===== src/rtl/spiRegPkg.sv =====
package spiRegPkg;

  localparam int CMD_W = 3;
  localparam logic [CMD_W-1:0] CMD_READ  = 3'b000;
  localparam logic [CMD_W-1:0] CMD_WRITE = 3'b100;

  typedef enum logic [1:0] {
    MODE_IDLE,
    MODE_READ,
    MODE_WRITE,
    MODE_DROP
  } mode_e;

  typedef enum logic [1:0] {
    BYTE_CMD,
    BYTE_DATA,
    BYTE_REST
  } bytePos_e;

  typedef struct packed {
    logic loadStatus;
    logic shiftRx;
    logic shiftTx;
    logic loadTx;
    logic txFromReg;
  } dpCtl_t;

  function automatic mode_e cmdDecode(input logic [CMD_W-1:0] code);
    if (code == CMD_READ)       return MODE_READ;
    else if (code == CMD_WRITE) return MODE_WRITE;
    else                        return MODE_DROP;
  endfunction

endpackage


===== src/rtl/spiPortSync.sv =====
module spiPortSync #(
  parameter int Stages = 2,
  parameter int Width = 1,
  parameter logic [Width-1:0] ResetVal = '0
) (
  input  logic             clk,
  input  logic             rstN,
  input  logic [Width-1:0] din,
  output logic [Width-1:0] dout
);

  logic [Width-1:0] pipe [Stages];

  for (genvar s = 0; s < Stages; s++) begin : g_stage
    always_ff @(posedge clk or negedge rstN) begin
      if (!rstN) pipe[s] <= ResetVal;
      else if (s == 0) pipe[s] <= din;
      else pipe[s] <= pipe[(s > 0) ? s-1 : 0];
    end
  end

  assign dout = pipe[Stages-1];

endmodule


===== src/rtl/spiPortCtrl.sv =====
module spiPortCtrl
  import spiRegPkg::*;
#(
  parameter int AddrW = 5,
  localparam int DataW = CMD_W + AddrW,
  localparam int CntW = $clog2(DataW)
) (
  input  logic             clk,
  input  logic             rstN,
  input  logic             sclkS,
  input  logic             selS,
  input  logic [DataW-1:0] rxNext,
  output dpCtl_t           dpCtl,
  output logic             selActive,
  output logic [AddrW-1:0] regAddr,
  output logic             wrStrobe,
  output logic [DataW-1:0] wrData
);

  localparam logic [CntW-1:0] LastBit = CntW'(DataW - 1);

  logic sclkD, selD;
  logic sclkRise, sclkFall, selFall, atBoundary;
  logic [CntW-1:0] bitCnt;
  bytePos_e bytePos;
  mode_e mode;

  assign selActive  = !selS;
  assign sclkRise   = sclkS && !sclkD;
  assign sclkFall   = !sclkS && sclkD;
  assign selFall    = !selS && selD;
  assign atBoundary = (bitCnt == '0) && (bytePos != BYTE_CMD);

  always_ff @(posedge clk or negedge rstN) begin
    if (!rstN) begin
      sclkD    <= 1'b0;
      selD     <= 1'b1;
      bitCnt   <= '0;
      bytePos  <= BYTE_CMD;
      mode     <= MODE_IDLE;
      regAddr  <= '0;
      wrStrobe <= 1'b0;
      wrData   <= '0;
    end else begin
      sclkD    <= sclkS;
      selD     <= selS;
      wrStrobe <= 1'b0;
      if (!selActive) begin
        bitCnt  <= '0;
        bytePos <= BYTE_CMD;
        mode    <= MODE_IDLE;
      end else if (sclkRise) begin
        if (bitCnt == LastBit) begin
          bitCnt <= '0;
          unique case (bytePos)
            BYTE_CMD: begin
              regAddr <= rxNext[AddrW-1:0];
              mode    <= cmdDecode(rxNext[DataW-1 -: CMD_W]);
              bytePos <= BYTE_DATA;
            end
            BYTE_DATA: begin
              if (mode == MODE_WRITE) begin
                wrStrobe <= 1'b1;
                wrData   <= rxNext;
              end
              bytePos <= BYTE_REST;
            end
            default: ;
          endcase
        end else begin
          bitCnt <= bitCnt + 1'b1;
        end
      end
    end
  end

  always_comb begin
    dpCtl.loadStatus = selFall;
    dpCtl.shiftRx    = selActive && sclkRise;
    dpCtl.shiftTx    = selActive && sclkFall && !atBoundary;
    dpCtl.loadTx     = selActive && sclkFall && atBoundary;
    dpCtl.txFromReg  = (mode == MODE_READ);
  end

endmodule


===== src/rtl/spiPortDatapath.sv =====
module spiPortDatapath
  import spiRegPkg::*;
#(
  parameter int DataW = 8
) (
  input  logic             clk,
  input  logic             rstN,
  input  dpCtl_t           dpCtl,
  input  logic             selActive,
  input  logic             serInS,
  input  logic [DataW-1:0] statusIn,
  input  logic [DataW-1:0] rdData,
  output logic [DataW-1:0] rxNext,
  output logic             serOut
);

  logic [DataW-1:0] rxShift, txShift;

  assign rxNext = {rxShift[DataW-2:0], serInS};
  assign serOut = selActive && txShift[DataW-1];

  always_ff @(posedge clk or negedge rstN) begin
    if (!rstN) begin
      rxShift <= '0;
      txShift <= '0;
    end else begin
      if (dpCtl.shiftRx) rxShift <= rxNext;
      if (dpCtl.loadStatus)   txShift <= statusIn;
      else if (dpCtl.loadTx)  txShift <= dpCtl.txFromReg ? rdData : '0;
      else if (dpCtl.shiftTx) txShift <= {txShift[DataW-2:0], 1'b0};
    end
  end

endmodule


===== src/rtl/spiRegBank.sv =====
module spiRegBank #(
  parameter int AddrW = 5,
  parameter int DataW = 8,
  localparam int Depth = 1 << AddrW
) (
  input  logic             clk,
  input  logic             rstN,
  input  logic             wrStrobe,
  input  logic [AddrW-1:0] wrAddr,
  input  logic [DataW-1:0] wrData,
  input  logic [AddrW-1:0] rdAddr,
  output logic [DataW-1:0] rdData
);

  logic [DataW-1:0] regs [Depth];

  always_ff @(posedge clk or negedge rstN) begin
    if (!rstN) begin
      for (int i = 0; i < Depth; i++) regs[i] <= '0;
    end else if (wrStrobe) begin
      regs[wrAddr] <= wrData;
    end
  end

  assign rdData = regs[rdAddr];

endmodule


===== src/rtl/spiRegPort.sv =====
module spiRegPort
  import spiRegPkg::*;
#(
  parameter int AddrW = 5,
  parameter int SyncStages = 2,
  localparam int DataW = CMD_W + AddrW
) (
  input  logic             clk,
  input  logic             rstN,
  input  logic             selN,
  input  logic             serClk,
  input  logic             serIn,
  input  logic [DataW-1:0] statusIn,
  output logic             serOut,
  output logic             serOutEn,
  output logic             wrStrobe,
  output logic [AddrW-1:0] wrAddr,
  output logic [DataW-1:0] wrData
);

  logic sclkS, selS, serInS, selActive;
  logic [DataW-1:0] rxNext, rdData;
  dpCtl_t dpCtl;

  spiPortSync #(.Stages(SyncStages), .Width(3), .ResetVal(3'b010)) i_sync (
    .clk(clk), .rstN(rstN),
    .din({serClk, selN, serIn}),
    .dout({sclkS, selS, serInS})
  );

  spiPortCtrl #(.AddrW(AddrW)) i_ctrl (
    .clk(clk), .rstN(rstN), .sclkS(sclkS), .selS(selS), .rxNext(rxNext),
    .dpCtl(dpCtl), .selActive(selActive), .regAddr(wrAddr),
    .wrStrobe(wrStrobe), .wrData(wrData)
  );

  spiPortDatapath #(.DataW(DataW)) i_dp (
    .clk(clk), .rstN(rstN), .dpCtl(dpCtl), .selActive(selActive),
    .serInS(serInS), .statusIn(statusIn), .rdData(rdData),
    .rxNext(rxNext), .serOut(serOut)
  );

  spiRegBank #(.AddrW(AddrW), .DataW(DataW)) i_bank (
    .clk(clk), .rstN(rstN), .wrStrobe(wrStrobe), .wrAddr(wrAddr),
    .wrData(wrData), .rdAddr(wrAddr), .rdData(rdData)
  );

  assign serOutEn = selActive;

endmodule


===== config.mk =====
export PLATFORM = sky130hd
export DESIGN_NAME = spiRegPort
export DESIGN_NICKNAME = d
export VERILOG_FILES = /design/src/rtl/spiRegPkg.sv /design/src/rtl/spiPortSync.sv /design/src/rtl/spiPortCtrl.sv /design/src/rtl/spiPortDatapath.sv /design/src/rtl/spiRegBank.sv /design/src/rtl/spiRegPort.sv
export SDC_FILE = /design/constraint.sdc
export NUM_CORES = 1
export LEC_CHECK = 0
export BUFFER_PORTS_ARGS = -buffer_cell sky130_fd_sc_hd__clkbuf_2
export CAP_MARGIN = 20
export CORE_MARGIN = 2
export CORE_UTILIZATION = 45
export DETAILED_ROUTE_END_ITERATION = 6
export GPL_ROUTABILITY_DRIVEN = 0
export HOLD_SLACK_MARGIN = 0.05
export SYNTH_ARGS = -nofsm -noshare
export SYNTH_HDL_FRONTEND = slang
export SYNTH_SLANG_ARGS = --single-unit

===== constraint.sdc =====
create_clock -name clk -period 4.3 [get_ports clk]
set_input_delay 0.43 -clock clk [delete_from_list [all_inputs] [get_ports clk]]
set_output_delay 0.43 -clock clk [all_outputs]
set_load 0.1 [all_outputs]

==> impl_results.md <==
* Status: complete, no violations
* WL per Instance at 23.5 µm
* Fin crit share at 69.8%
* First-pass DRT Iterations at 4
* Worst setup startpoint: i_ctrl.regAddr[1]
* Die W at 179 µm
* Share of cells above drive strength 1 at 39.7%
* Pwr dens at 392 nW/µm²
* Hold path startpoint: statusIn[7]
* FF-to-FF Start: i_ctrl.regAddr[1]
* Final hold viol count at 0
* Yosys reg bits at 300
* Root Driver: clkbuf_16
* Final Total Pwr at 6.08 mW
* CP max stage cell: dfrtp_4
* Max VDD drop at 250 µV
* Synth Instances at 992
* Worst path top cell family by delay: flip-flops
* Ys Warns at 0
* Mapped Avg Cell Area at 13.9 µm²
* Minimum clock period at 3.00 ns
* Storage cell area at 7510 µm²
* Die Area at 32,100 µm²
* Ports at 29
* Drt via density at 5.76
* Post-route DRC at 0
* Syn Std Cell Area at 13,800 µm²
* First-pass GRT wire length at 51.7 mm
* Clk sink count at 300
* Max-slew violation total from the final report at 0
* Sequential area share after synthesis at 54.4%
* Area Growth Syn to Fin at 12.2%
* Chip height at 179 µm
* CTS H-tree depth at 2
* Total grt overflow at 0
* Post-synthesis cell type count at 52
* Max_slew headroom at 25.3%
* Total track usage at 21.5%
* Critical path required time at 4.68 ns
* Final setup TNS at 0 ns
* Wirelength, routed at 33.6 mm
* CP endpoint kind: register
* Largest net degree at the start of global routing at 96
* Worst-Skew Late Latency at 0.52 ns
* Port Buffer Count at 28
* Setup CP Type: register to register
* Syn Nets at 1,008
* ANT cells at 0
* Internal reg-to-reg setup slack at 1.30 ns
* Standard-cell row count at 64
* Leakage power at 6.98 nW
* Final WS setup at 1.30 ns
* CTS tree: built
* Top cell type's share of synthesized area at 53.8%
* Initial antenna violation count at 0
* Post-synth top cells: 297 x dfrtp_1, 268 x mux2_2, 122 x mux2i_1
* Starting DRT DRC Count at 535
* Cell taking the most area after synthesis: dfrtp_1
* CP Launch Type: register
* Hold Crit Class: input pin to register
* Worst slack at placement at 1.28 ns
* Max Fclk at 333 MHz
* Sum of buffers and inverters on the critical path at 1
* EDFF count, synth at 0
* CTS max path bufs at 3
* RSZ-0062 raised after global routing: no
* Vias post-DR at 8,238
* Max incr delay on CP at 1.15 ns
* Crit path arrival time at 3.38 ns
* Multi-input logic area at 5920 µm²
* Ranking of synthesized cells by area: dfrtp_1 54%, mux2_2 22%, mux2i_1 8.8%
* Fill cells at 2,654
* Post-synth ARST share at 100%
* Post-CTS sizing at 0
* Top_reg_cell synth: dfrtp_1
* Hpwl dp at 21.8 mm
* Layout Skew at 0.0208 ns
* Num CTS Buffers at 35
* Actual slew at the worst max-slew pin at 1.12 ns
* Worst-path clk slew at 0.06 ns
* Final Setup Violations at 0
* Final ANT Viol Nets at 0
* Initial core utilization at 45.4%
* Vias in the first global route at 8,322
* Worst-path fanout max at 58
* Most frequent cell after synthesis: dfrtp_1
* Final net count at 1,026
* Core ar. at 30,400 µm²
* Maxcap violations at 0
* Crit-path cells: buf_4 -> mux2i_1 -> o22ai_1 -> or4_1 -> nor2_1 -> o221ai_1
## worst register-to-register path, cell delays in order (launching register included)
cell,delay (ns)
dfrtp_4,1.15
buf_4,0.52
mux2i_1,0.27
o22ai_1,0.10
or4_1,0.59
nor2_1,0.13
o221ai_1,0.11
## cell families (layout without fill, tap and decap cells)
| group | Yosys count | count (layout) | share of synthesized area [%] |
|---|---|---|---|
| adders and majority gates | 3 | 3 | 0.272 |
| and+or+nand+nor | 125 | 125 | 6.28 |
| buffers and inverters | 75 | 118 | 2.82 |
| AOI/OAI and AO/OA | 87 | 87 | 4.18 |
| DFF | 300 | 300 | 54.4 |
| xor gates and xnor gates | 1 | 1 | 0.0634 |
| muxes | 401 | 401 | 32.0 |
## flip-flops by register name (all words and copies together), names as in the netlist
register         flops
i_bank.regs        256
i_ctrl.bitCnt        3
i_ctrl.bytePos       2
i_ctrl.mode          2
i_ctrl.regAddr       5
i_ctrl.sclkD         1
i_ctrl.selD          1
i_ctrl.wrData        8
i_ctrl.wrStrobe      1
i_dp.rxShift         7
i_dp.txShift         8
i_sync.dout          3
i_sync.pipe          3
## repair_timing
action,in CTS,in global routing
hold endpoints to repair,95,0
buffers inserted,0,0
hold buffers,4,0
## layer usage
metal	routed length [µm]	up-vias	part of all wire (%)	global-route usage, %
met5	0	-	0	0
met4	615	0	1.8	5.11
met3	1510	44	4.5	4.43
met2	15100	166	45	32.6
met1	16400	4327	49	31.7
li1	-	3701	-	-
## cell type report
| class | instances | area share [%] |
|---|---|---|
| Clock inverter | 10 | 0.848 |
| Clock buffer | 52 | 6.72 |
| Multi-Input combinational cell | 617 | 38.2 |
| Inverter | 6 | 0.145 |
| Timing Repair Buffer | 50 | 2.42 |
| Sequential cell | 300 | 48.5 |
| Tap cell | 396 | 3.20 |
## per-stage QoR
step,instances,hold slack (ns),area [µm²],util (%)
after global routing,1431,0.159,15500,50.9
after CTS,1430,0.133,15500,50.9
after global placement,1364,0.340,14300,46.9
final,1431,0.147,15500,50.9
after detailed placement,1364,0.337,14300,46.9
after floorplan,992,0.134,13800,-
## final timing paths
check                              endpoint  depth (start not counted)
max in group asynchronous   i_bank.regs[11]                          3
min reg2reg                  i_sync.dout[2]                          0
min                         i_dp.txShift[7]                          2
max reg2reg                 i_dp.txShift[6]                          6
max                         i_dp.txShift[6]                          6
min in group asynchronous  i_ctrl.bitCnt[1]                          2
## where the power goes
part / switching [mW] / leakage (nW) / internal [mW] / total, mW
logic: 0.0956 / 2.25 / 0.0521 / 0.148
clock network: 1.17 / 0.582 / 1.86 / 3.03
registers: 0.0383 / 4.15 / 2.87 / 2.91
## layout by cell type (no fill, tap or decap), drive strengths merged, types with 2 or more instances in the layout
cell type	netlist	layout
or4	16	16
nor3	8	8
nor2	33	33
dlygate4sd3	0	4
inv	6	7
o22ai	61	61
mux2	276	276
mux2i	122	122
nand3b	5	5
nand2b	2	2
or4b	4	4
nor3b	4	4
nand4b	4	4
clkbuf	37	79
mux4	3	3
clkinv	0	6
dfstp	3	3
nand4	3	3
nor2b	4	4
nand3	6	6
a211oi	3	3
a22oi	6	6
bufinv	0	3
o221ai	7	7
nand4bb	6	6
nand2	26	26
dfrtp	297	297
a21oi	5	5
buf	32	19
ha	3	3
No activity file was read; power rests on OpenSTA's default activity.
